===== src/rtl/gg_csr_pkg.sv =====
package gg_csr_pkg;

  // Register addresses
  localparam int ADDR_GLOBAL = 0;
  localparam int ADDR_STATUS = 1;
  localparam int ADDR_GROUP0 = 2;

  // Group register field positions
  localparam int DLOCK_BIT = 8;
  localparam int WLOCK_BIT = 9;
  localparam int RLOCK_BIT = 10;
  localparam int CFG_LSB   = 16;

  // Status register field positions
  localparam int NUM_FLAGS  = 5;
  localparam int ST_ADDR    = 0;
  localparam int ST_BUS     = 1;
  localparam int ST_DONE    = 2;
  localparam int ST_TMO     = 3;
  localparam int ST_CONF    = 4;
  localparam int ERRIDX_LSB = 16;

  // Flags a write-one may clear (software-done excluded)
  localparam logic [NUM_FLAGS-1:0] W1C_MASK = 5'b11011;

  typedef struct packed {
    logic rd_lock;
    logic wr_lock;
    logic dom_lock;
  } lock_t;

endpackage


===== src/rtl/gg_group_slot.sv =====
module gg_group_slot
  import gg_csr_pkg::*;
#(
  parameter int DOM_W  = 2,
  parameter int CFG_W  = 16,
  parameter int DATA_W = 32
) (
  input  logic              clk,
  input  logic              rst_n,
  input  logic              wr_en,
  input  logic [DATA_W-1:0] wdata,
  input  logic              soft_clr,
  output logic [DOM_W-1:0]  owner_o,
  output lock_t             lock_o,
  output logic [CFG_W-1:0]  cfg_o
);

  logic [DOM_W-1:0] owner_q, owner_d;
  lock_t            lock_q, lock_d;
  logic [CFG_W-1:0] cfg_q, cfg_d;
  logic             upd;
  logic             unused_bits;

  assign unused_bits = ^wdata;

  always_comb begin
    owner_d = owner_q;
    lock_d  = lock_q;
    cfg_d   = cfg_q;
    if (soft_clr) cfg_d = '0;
    if (wr_en) begin
      lock_d.dom_lock = lock_q.dom_lock | wdata[DLOCK_BIT];
      lock_d.wr_lock  = lock_q.wr_lock  | wdata[WLOCK_BIT];
      lock_d.rd_lock  = lock_q.rd_lock  | wdata[RLOCK_BIT];
      if (!lock_q.dom_lock) owner_d = wdata[DOM_W-1:0];
      cfg_d = wdata[CFG_LSB +: CFG_W];
    end
  end

  assign upd = wr_en | soft_clr;

  always_ff @(posedge clk or negedge rst_n) begin
    if (!rst_n) begin
      owner_q <= '0;
      lock_q  <= '0;
      cfg_q   <= '0;
    end else if (upd) begin
      owner_q <= owner_d;
      lock_q  <= lock_d;
      cfg_q   <= cfg_d;
    end
  end

  assign owner_o = owner_q;
  assign lock_o  = lock_q;
  assign cfg_o   = cfg_q;


  sticky_dom_chk: assert property (@(posedge clk) disable iff (!rst_n)
    lock_q.dom_lock |=> lock_q.dom_lock);

  sticky_wr_chk: assert property (@(posedge clk) disable iff (!rst_n)
    lock_q.wr_lock |=> lock_q.wr_lock);

  sticky_rd_chk: assert property (@(posedge clk) disable iff (!rst_n)
    lock_q.rd_lock |=> lock_q.rd_lock);

  owner_frozen_chk: assert property (@(posedge clk) disable iff (!rst_n)
    lock_q.dom_lock |=> $stable(owner_q));

  wr_locked_cfg_chk: assert property (@(posedge clk) disable iff (!rst_n)
    (lock_q.wr_lock && !soft_clr) |=> $stable(cfg_q));

endmodule


===== src/rtl/gg_status_bank.sv =====
module gg_status_bank
  import gg_csr_pkg::*;
#(
  parameter int ERR_IDX_W = 10
) (
  input  logic                 clk,
  input  logic                 rst_n,
  input  logic                 ev_addr_err,
  input  logic                 ev_bus_err,
  input  logic                 ev_sw_done,
  input  logic                 ev_sw_start,
  input  logic                 ev_timeout,
  input  logic                 ev_conflict,
  input  logic [ERR_IDX_W-1:0] ev_err_idx,
  input  logic                 w1c_en,
  input  logic [NUM_FLAGS-1:0] w1c_mask,
  input  logic                 soft_clr,
  output logic [NUM_FLAGS-1:0] flags_o,
  output logic [ERR_IDX_W-1:0] err_idx_o
);

  logic [NUM_FLAGS-1:0] flags_q, flags_d, ev_vec, clr_vec;
  logic [ERR_IDX_W-1:0] idx_q, idx_d;
  logic                 flags_en, idx_en, held, capture;

  always_comb begin
    ev_vec          = '0;
    ev_vec[ST_ADDR] = ev_addr_err;
    ev_vec[ST_BUS]  = ev_bus_err;
    ev_vec[ST_DONE] = ev_sw_done;
    ev_vec[ST_TMO]  = ev_timeout;
    ev_vec[ST_CONF] = ev_conflict;

    clr_vec = '0;
    if (w1c_en)      clr_vec = clr_vec | (w1c_mask & W1C_MASK);
    if (ev_sw_start) clr_vec[ST_DONE] = 1'b1;
    if (soft_clr)    clr_vec = '1;

    // events win over any clear of the same cycle
    flags_d  = (flags_q & ~clr_vec) | ev_vec;
    flags_en = (|ev_vec) | (|clr_vec);

    held    = soft_clr ? 1'b0 : (flags_q[ST_ADDR] | flags_q[ST_BUS]);
    capture = (ev_addr_err | ev_bus_err) & ~held;
    if (capture)       idx_d = ev_err_idx;
    else if (soft_clr) idx_d = '0;
    else               idx_d = idx_q;
    idx_en = capture | soft_clr;
  end

  always_ff @(posedge clk or negedge rst_n) begin
    if (!rst_n) begin
      flags_q <= '0;
    end else if (flags_en) begin
      flags_q <= flags_d;
    end
  end

  always_ff @(posedge clk or negedge rst_n) begin
    if (!rst_n) begin
      idx_q <= '0;
    end else if (idx_en) begin
      idx_q <= idx_d;
    end
  end

  assign flags_o   = flags_q;
  assign err_idx_o = idx_q;


  addr_evt_wins_chk: assert property (@(posedge clk) disable iff (!rst_n)
    ev_addr_err |=> flags_q[ST_ADDR]);

  tmo_evt_wins_chk: assert property (@(posedge clk) disable iff (!rst_n)
    ev_timeout |=> flags_q[ST_TMO]);

  done_not_w1c_chk: assert property (@(posedge clk) disable iff (!rst_n)
    (flags_q[ST_DONE] && !ev_sw_start && !soft_clr) |=> flags_q[ST_DONE]);

  idx_hold_chk: assert property (@(posedge clk) disable iff (!rst_n)
    ((flags_q[ST_ADDR] || flags_q[ST_BUS]) && !soft_clr) |=> $stable(idx_q));

endmodule


===== src/rtl/gg_access_gate.sv =====
module gg_access_gate
  import gg_csr_pkg::*;
#(
  parameter int NUM_GROUPS = 4,
  parameter int DOM_W      = 2,
  parameter int CFG_W      = 16,
  parameter int ERR_IDX_W  = 10,
  parameter int DATA_W     = 32,
  parameter int ADDR_W     = 3
) (
  input  logic                                 clk,
  input  logic                                 rst_n,
  input  logic                                 req_valid,
  input  logic                                 req_write,
  input  logic [ADDR_W-1:0]                    req_addr,
  input  logic [DATA_W-1:0]                    req_wdata,
  input  logic [DOM_W-1:0]                     req_dom,
  input  logic [NUM_GROUPS-1:0][DOM_W-1:0]     grp_owner,
  input  lock_t [NUM_GROUPS-1:0]               grp_lock,
  input  logic [NUM_GROUPS-1:0][CFG_W-1:0]     grp_cfg,
  input  logic [NUM_FLAGS-1:0]                 flags,
  input  logic [ERR_IDX_W-1:0]                 err_idx,
  output logic [NUM_GROUPS-1:0]                grp_wr_en,
  output logic                                 w1c_en,
  output logic                                 soft_req,
  output logic                                 rsp_valid,
  output logic                                 rsp_err,
  output logic [DATA_W-1:0]                    rsp_rdata,
  output logic                                 soft_rst_o
);

  localparam logic [ADDR_W-1:0] A_GLOBAL = ADDR_W'(ADDR_GLOBAL);
  localparam logic [ADDR_W-1:0] A_STATUS = ADDR_W'(ADDR_STATUS);

  logic [NUM_GROUPS-1:0]             sel, rd_blk, wr_blk;
  logic [NUM_GROUPS-1:0][DATA_W-1:0] grp_word;
  logic [DATA_W-1:0]                 status_word, rd_word, rdata_d;
  logic                              rd_blk_any, wr_blk_any;
  logic                              rsp_valid_q, rsp_err_q, soft_rst_q;
  logic [DATA_W-1:0]                 rsp_rdata_q;
  logic                              unused_wdata;

  assign unused_wdata = ^req_wdata[DATA_W-1:1];

  genvar g;
  generate
    for (g = 0; g < NUM_GROUPS; g++) begin : gen_grp
      localparam logic [ADDR_W-1:0] MY_ADDR = ADDR_W'(ADDR_GROUP0 + g);
      logic foreign;
      assign sel[g]       = req_valid && (req_addr == MY_ADDR);
      assign foreign      = grp_lock[g].dom_lock && (req_dom != grp_owner[g]);
      assign rd_blk[g]    = grp_lock[g].rd_lock | foreign;
      assign wr_blk[g]    = grp_lock[g].wr_lock | foreign;
      assign grp_wr_en[g] = sel[g] & req_write & ~wr_blk[g];
      always_comb begin
        grp_word[g]                      = '0;
        grp_word[g][DOM_W-1:0]           = grp_owner[g];
        grp_word[g][DLOCK_BIT]           = grp_lock[g].dom_lock;
        grp_word[g][WLOCK_BIT]           = grp_lock[g].wr_lock;
        grp_word[g][RLOCK_BIT]           = grp_lock[g].rd_lock;
        grp_word[g][CFG_LSB +: CFG_W]    = grp_cfg[g];
      end
    end
  endgenerate

  always_comb begin
    status_word                          = '0;
    status_word[NUM_FLAGS-1:0]           = flags;
    status_word[ERRIDX_LSB +: ERR_IDX_W] = err_idx;
  end

  assign w1c_en   = req_valid & req_write & (req_addr == A_STATUS);
  assign soft_req = req_valid & req_write & (req_addr == A_GLOBAL) & req_wdata[0];

  always_comb begin
    rd_word    = '0;
    rd_blk_any = 1'b0;
    wr_blk_any = 1'b0;
    if (req_valid && !req_write && (req_addr == A_STATUS)) rd_word = status_word;
    for (int k = 0; k < NUM_GROUPS; k++) begin
      if (sel[k]) begin
        if (req_write) begin
          wr_blk_any = wr_blk_any | wr_blk[k];
        end else if (rd_blk[k]) begin
          rd_blk_any = 1'b1;
        end else begin
          rd_word = grp_word[k];
        end
      end
    end
    rdata_d = req_write ? '0 : rd_word;
  end

  always_ff @(posedge clk or negedge rst_n) begin
    if (!rst_n) begin
      rsp_valid_q <= 1'b0;
      rsp_err_q   <= 1'b0;
      soft_rst_q  <= 1'b0;
    end else begin
      rsp_valid_q <= req_valid;
      rsp_err_q   <= wr_blk_any;
      soft_rst_q  <= soft_req;
    end
  end

  always_ff @(posedge clk or negedge rst_n) begin
    if (!rst_n) begin
      rsp_rdata_q <= '0;
    end else if (req_valid) begin
      rsp_rdata_q <= rdata_d;
    end
  end

  assign rsp_valid  = rsp_valid_q;
  assign rsp_err    = rsp_err_q;
  assign rsp_rdata  = rsp_rdata_q;
  assign soft_rst_o = soft_rst_q;


  blocked_rd_zero_chk: assert property (@(posedge clk) disable iff (!rst_n)
    rd_blk_any |=> (rsp_rdata == '0) && !rsp_err);

  err_has_valid_chk: assert property (@(posedge clk) disable iff (!rst_n)
    rsp_err |-> rsp_valid);

  soft_pulse_rsp_chk: assert property (@(posedge clk) disable iff (!rst_n)
    soft_rst_o |-> (rsp_valid && !rsp_err));

  wr_en_onehot_chk: assert property (@(posedge clk) disable iff (!rst_n)
    $onehot0(grp_wr_en));

endmodule


===== src/rtl/grp_guard_csr.sv =====
module grp_guard_csr
  import gg_csr_pkg::*;
#(
  parameter int NUM_GROUPS = 4,
  parameter int DOM_W      = 2,
  parameter int CFG_W      = 16,
  parameter int ERR_IDX_W  = 10,
  parameter int DATA_W     = 32,
  localparam int ADDR_W    = $clog2(NUM_GROUPS + 2)
) (
  input  logic                        clk,
  input  logic                        rst_n,
  input  logic                        req_valid,
  input  logic                        req_write,
  input  logic [ADDR_W-1:0]           req_addr,
  input  logic [DATA_W-1:0]           req_wdata,
  input  logic [DOM_W-1:0]            req_dom,
  output logic                        rsp_valid,
  output logic                        rsp_err,
  output logic [DATA_W-1:0]           rsp_rdata,
  input  logic                        ev_addr_err,
  input  logic                        ev_bus_err,
  input  logic [ERR_IDX_W-1:0]        ev_err_idx,
  input  logic                        ev_sw_done,
  input  logic                        ev_sw_start,
  input  logic                        ev_timeout,
  input  logic                        ev_conflict,
  output logic [NUM_GROUPS*DOM_W-1:0] grp_owner_o,
  output logic [NUM_GROUPS*3-1:0]     grp_lock_o,
  output logic [NUM_GROUPS*CFG_W-1:0] grp_cfg_o,
  output logic                        soft_rst_o
);

  logic [NUM_GROUPS-1:0][DOM_W-1:0] owner_w;
  lock_t [NUM_GROUPS-1:0]           lock_w;
  logic [NUM_GROUPS-1:0][CFG_W-1:0] cfg_w;
  logic [NUM_GROUPS-1:0]            grp_wr_en;
  logic [NUM_FLAGS-1:0]             flags;
  logic [ERR_IDX_W-1:0]             err_idx;
  logic                             w1c_en, soft_req;

  gg_access_gate #(
    .NUM_GROUPS(NUM_GROUPS), .DOM_W(DOM_W), .CFG_W(CFG_W),
    .ERR_IDX_W(ERR_IDX_W), .DATA_W(DATA_W), .ADDR_W(ADDR_W)
  ) u_gate (
    .clk(clk), .rst_n(rst_n),
    .req_valid(req_valid), .req_write(req_write), .req_addr(req_addr),
    .req_wdata(req_wdata), .req_dom(req_dom),
    .grp_owner(owner_w), .grp_lock(lock_w), .grp_cfg(cfg_w),
    .flags(flags), .err_idx(err_idx),
    .grp_wr_en(grp_wr_en), .w1c_en(w1c_en), .soft_req(soft_req),
    .rsp_valid(rsp_valid), .rsp_err(rsp_err), .rsp_rdata(rsp_rdata),
    .soft_rst_o(soft_rst_o)
  );

  gg_status_bank #(.ERR_IDX_W(ERR_IDX_W)) u_status (
    .clk(clk), .rst_n(rst_n),
    .ev_addr_err(ev_addr_err), .ev_bus_err(ev_bus_err),
    .ev_sw_done(ev_sw_done), .ev_sw_start(ev_sw_start),
    .ev_timeout(ev_timeout), .ev_conflict(ev_conflict),
    .ev_err_idx(ev_err_idx),
    .w1c_en(w1c_en), .w1c_mask(req_wdata[NUM_FLAGS-1:0]),
    .soft_clr(soft_req),
    .flags_o(flags), .err_idx_o(err_idx)
  );

  genvar g;
  generate
    for (g = 0; g < NUM_GROUPS; g++) begin : gen_slot
      gg_group_slot #(.DOM_W(DOM_W), .CFG_W(CFG_W), .DATA_W(DATA_W)) u_slot (
        .clk(clk), .rst_n(rst_n),
        .wr_en(grp_wr_en[g]), .wdata(req_wdata), .soft_clr(soft_req),
        .owner_o(owner_w[g]), .lock_o(lock_w[g]), .cfg_o(cfg_w[g])
      );
      assign grp_owner_o[g*DOM_W +: DOM_W] = owner_w[g];
      assign grp_lock_o[3*g]               = lock_w[g].dom_lock;
      assign grp_lock_o[3*g+1]             = lock_w[g].wr_lock;
      assign grp_lock_o[3*g+2]             = lock_w[g].rd_lock;
      assign grp_cfg_o[g*CFG_W +: CFG_W]   = cfg_w[g];
    end
  endgenerate

endmodule


===== config.mk =====
export PLATFORM = sky130hd
export DESIGN_NAME = grp_guard_csr
export DESIGN_NICKNAME = d
export VERILOG_FILES = /design/src/rtl/gg_csr_pkg.sv /design/src/rtl/gg_group_slot.sv /design/src/rtl/gg_status_bank.sv /design/src/rtl/gg_access_gate.sv /design/src/rtl/grp_guard_csr.sv
export SDC_FILE = /design/constraint.sdc
export NUM_CORES = 1
export LEC_CHECK = 0
export BUFFER_PORTS_ARGS = -buffer_cell sky130_fd_sc_hd__buf_2
export CAP_MARGIN = 25
export CELL_PAD_IN_SITES_DETAIL_PLACEMENT = 0
export CELL_PAD_IN_SITES_GLOBAL_PLACEMENT = 2
export CORE_MARGIN = 10
export CORE_UTILIZATION = 36
export CTS_CLUSTER_DIAMETER = 120
export DETAILED_ROUTE_END_ITERATION = 10
export PLACE_DENSITY_LB_ADDON = 0.1
export SYNTH_ARGS = -nofsm -noshare
export SYNTH_HDL_FRONTEND = slang
export SYNTH_HIERARCHICAL = 1
export SYNTH_SLANG_ARGS = --single-unit

===== constraint.sdc =====
create_clock -name clk -period 6.35 [get_ports clk]
set_input_delay 1.27 -clock clk [delete_from_list [all_inputs] [get_ports clk]]
set_output_delay 1.27 -clock clk [all_outputs]
set_load 0.05 [all_outputs]

==> qor.yml <==
status: "completed"
yosysWarnings: 6
netlist_instances: 472
dr.pass1.iters: 5
period_needed_ns: 3.28
clock_skew_ns: 0.00755
h-tree-depth: 4
ys_seq_area_share_pct: 53.1
critPathArrivalTime_ns: 3.59
finalCritPeriodShare_pct: 51.7
slew_headroom_pct: 36.3
drv_slew: 0
clk_pin_slew_ns: 0.06
synth_area_um2: 5940
final_util_pct: 46.6
cts.sinks: 126
drtIter0Drc: 333
dieWidth_um: 148
required_ns: 6.65
avgSynthCellArea_um2: 12.6
post-cts-setup-buffers: 0
vias: 4922
grt_pass1_vias: 5208
cts.repair.resized: 0
hold_violations: 0
setup-tns-final_ns: 0
async_flop_share_pct: 100
cts_buffer_depth: 2
drtAntennaViolNets: 0
antenna_found_initial: 0
viasPerCell: 5.74
grtUsageTotal_pct: 19.7
place_hpwl_um: 15100
power.leakage_nw: 3.67
nets: 685
instances_no_fill: 857
worstMarginPinSlew_ns: 0.955
dp_cells: 823
rsz0062_at_grt: "false"
clock_latency_ns: 0.42
synth_top_area_share_pct: 53.1
cp-end-kind: "flip-flop"
yosysTopAreaCell: "dfrtp_1"
cts_buffers: 17
synth-seq-cells: 126
setup_viol: 0
critPathMaxFanout: 14
n_fill_cell: 1565
layout_commonest_cell: "buf_2"
hp-class: "flip-flop to flip-flop"
gp_congestion: 0.772
r2r-end: "gen_slot[1].u_slot/owner_o[1]"
min_from: "u_status/flags_o[2]"
overflow: 0
fmax_ghz: 0.304
grt_pass1_wl_um: 33000
min_to: "u_status/flags_o[2]"
synth_edf_count: 0
layout_common_cells: "buf_2 (157), dfrtp_1 (126), a22o_1 (85)"
syn2layout_area_growth_pct: 25.7
cts-root-buf: "clkbuf_16"
path_class: "primary input to flip-flop"
cts_tree: "built"
drc_errors: 0
rows: 46
initial_core_util_pct: 37.1
wl_per_cell_um: 25.3
grt_max_degree: 83
drive_above_1_share_pct: 37.9
maxCapViolCount: 0
power.density_nw_per_um2: 422
worst_ir_drop_vdd_v: 0.000203
ios: 176
startpoint_type: "primary input"
die-area_um2: 22000
synthTopCellsByArea: "dfrtp_1 (53%), a22o_1 (13%), o221ai_1 (2.1%), mux2_4 (2.0%), buf_6 (1.9%)"
ys_types: 57
cts_hold_buf: 0
hold_path_depth: 1
port_buffers: 158
reg2reg_depth: 7
wirelength_um: 21700
die_h_um: 148
core_um2: 16000
rr_startpoint: "gen_slot[1].u_slot/owner_o[1]"
synth_ff_type: "dfrtp_1"
power_mw: 3.15
diodes: 0
r2r_slack_ns: 3.86
## synth_stat cells, types with 2 or more instances
| library cell | number |
|---|---|
| a2111oi_0 | 3 |
| nor2_4 | 4 |
| and3_1 | 10 |
| nor2b_4 | 4 |
| a21o_1 | 13 |
| a32oi_1 | 6 |
| o31ai_1 | 2 |
| a22o_1 | 85 |
| buf_8 | 4 |
| nand2_2 | 2 |
| dfrtp_1 | 126 |
| o21ai_1 | 11 |
| o21a_1 | 2 |
| nand3_1 | 5 |
| a2111oi_2 | 3 |
| nor4_1 | 7 |
| a21boi_4 | 2 |
| buf_4 | 10 |
| o22ai_1 | 5 |
| o211ai_1 | 11 |
| nor3b_1 | 11 |
| o21bai_1 | 2 |
| o21ai_0 | 8 |
| clkbuf_1 | 8 |
| a221oi_1 | 6 |
| mux2_4 | 8 |
| nor4b_1 | 2 |
| a31o_2 | 4 |
| buf_2 | 11 |
| nand2b_1 | 7 |
| o221ai_1 | 14 |
| buf_6 | 10 |
| nand2_1 | 6 |
| inv_1 | 9 |
| a21oi_1 | 2 |
| nor2_1 | 9 |
| nor3_1 | 3 |
| o2bb2ai_1 | 12 |
| xnor2_1 | 6 |
| xor2_1 | 2 |
## routing by layer
layer / GRT usage [%] / wire length, um / up-vias
li1: - / - / 2167
met1: 25.4 / 9310 / 2544
met2: 32.1 / 10700 / 198
met3: 5.13 / 1530 / 13
met4: 5.05 / 165 / 0
met5: 0 / 0 / -
## cell families after synthesis
| logic type | after synthesis | share of synthesized area (%) |
|---|---|---|
| AOI/OAI and AO/OA | 194 | 27.6 |
| xor gates and xnor gates | 8 | 1.18 |
| buffers and inverters | 52 | 6.18 |
| DFF | 126 | 53.1 |
| muxes | 8 | 2.02 |
| other | 1 | 0.0632 |
| and+or+nand+nor | 83 | 9.84 |
## per-stage QoR
stage	cell area (um^2)	hold slack [ns]	worst slack, ns
2_1_floorplan	5960	0.450	2.26
3_3_place_gp	6810	0.462	2.43
3_5_place_dp	6830	0.473	2.71
4_1_cts	7430	0.481	3.14
5_1_grt	7460	0.496	3.02
6_report	7460	0.476	3.07
## worst max path at each step
stage,start,end,slack [ns]
after CTS,req_valid,gen_slot[1].u_slot/owner_o[0],3.14
final,req_valid,gen_slot[1].u_slot/owner_o[1],3.07
after floorplan,req_valid,u_status/flags_o[0],2.26
after global routing,req_valid,gen_slot[1].u_slot/owner_o[0],3.02
after global placement,req_valid,gen_slot[2].u_slot/owner_o[0],2.43
after detailed placement,req_valid,gen_slot[1].u_slot/owner_o[1],2.71
## report_power, final
group          switching (mW)  leakage, nW  internal [mW]
Sequential              0.178         1.65          0.953
Clock                   0.359        0.288          0.616
Combinational           0.768         1.74          0.273
Total                    1.30         3.67           1.84
## flip-flops by register name, summed over array words and instances, names as in the netlist
name,cells
gen_slot.u_slot/cfg_o,64
u_gate/rsp_rdata,24
gen_slot.u_slot/lock_o,12
u_status/err_idx_o,10
gen_slot.u_slot/owner_o,8
u_status/flags_o,5
u_gate/rsp_err,1
u_gate/rsp_valid,1
u_gate/soft_rst_o,1
## critical path, stage by stage
cell,delay (ns)
buf_2,0.29
nand2_1,0.22
nor3b_1,0.42
and3_1,0.54
buf_4,0.32
nor2b_4,0.22
mux2_4,0.30
## layout make-up
class / instances / area, um^2 / share of cell area, %
clock buffer: 22 / 484 / 6.49
clock inverter: 10 / 111 / 1.49
inverter: 9 / 33.8 / 0.453
multi-input combinational: 301 / 2480 / 33.2
sequential: 126 / 3150 / 42.3
tap: 216 / 270 / 3.62
timing repair buffer: 173 / 930 / 12.5
Power figures use the tool's default switching activity.
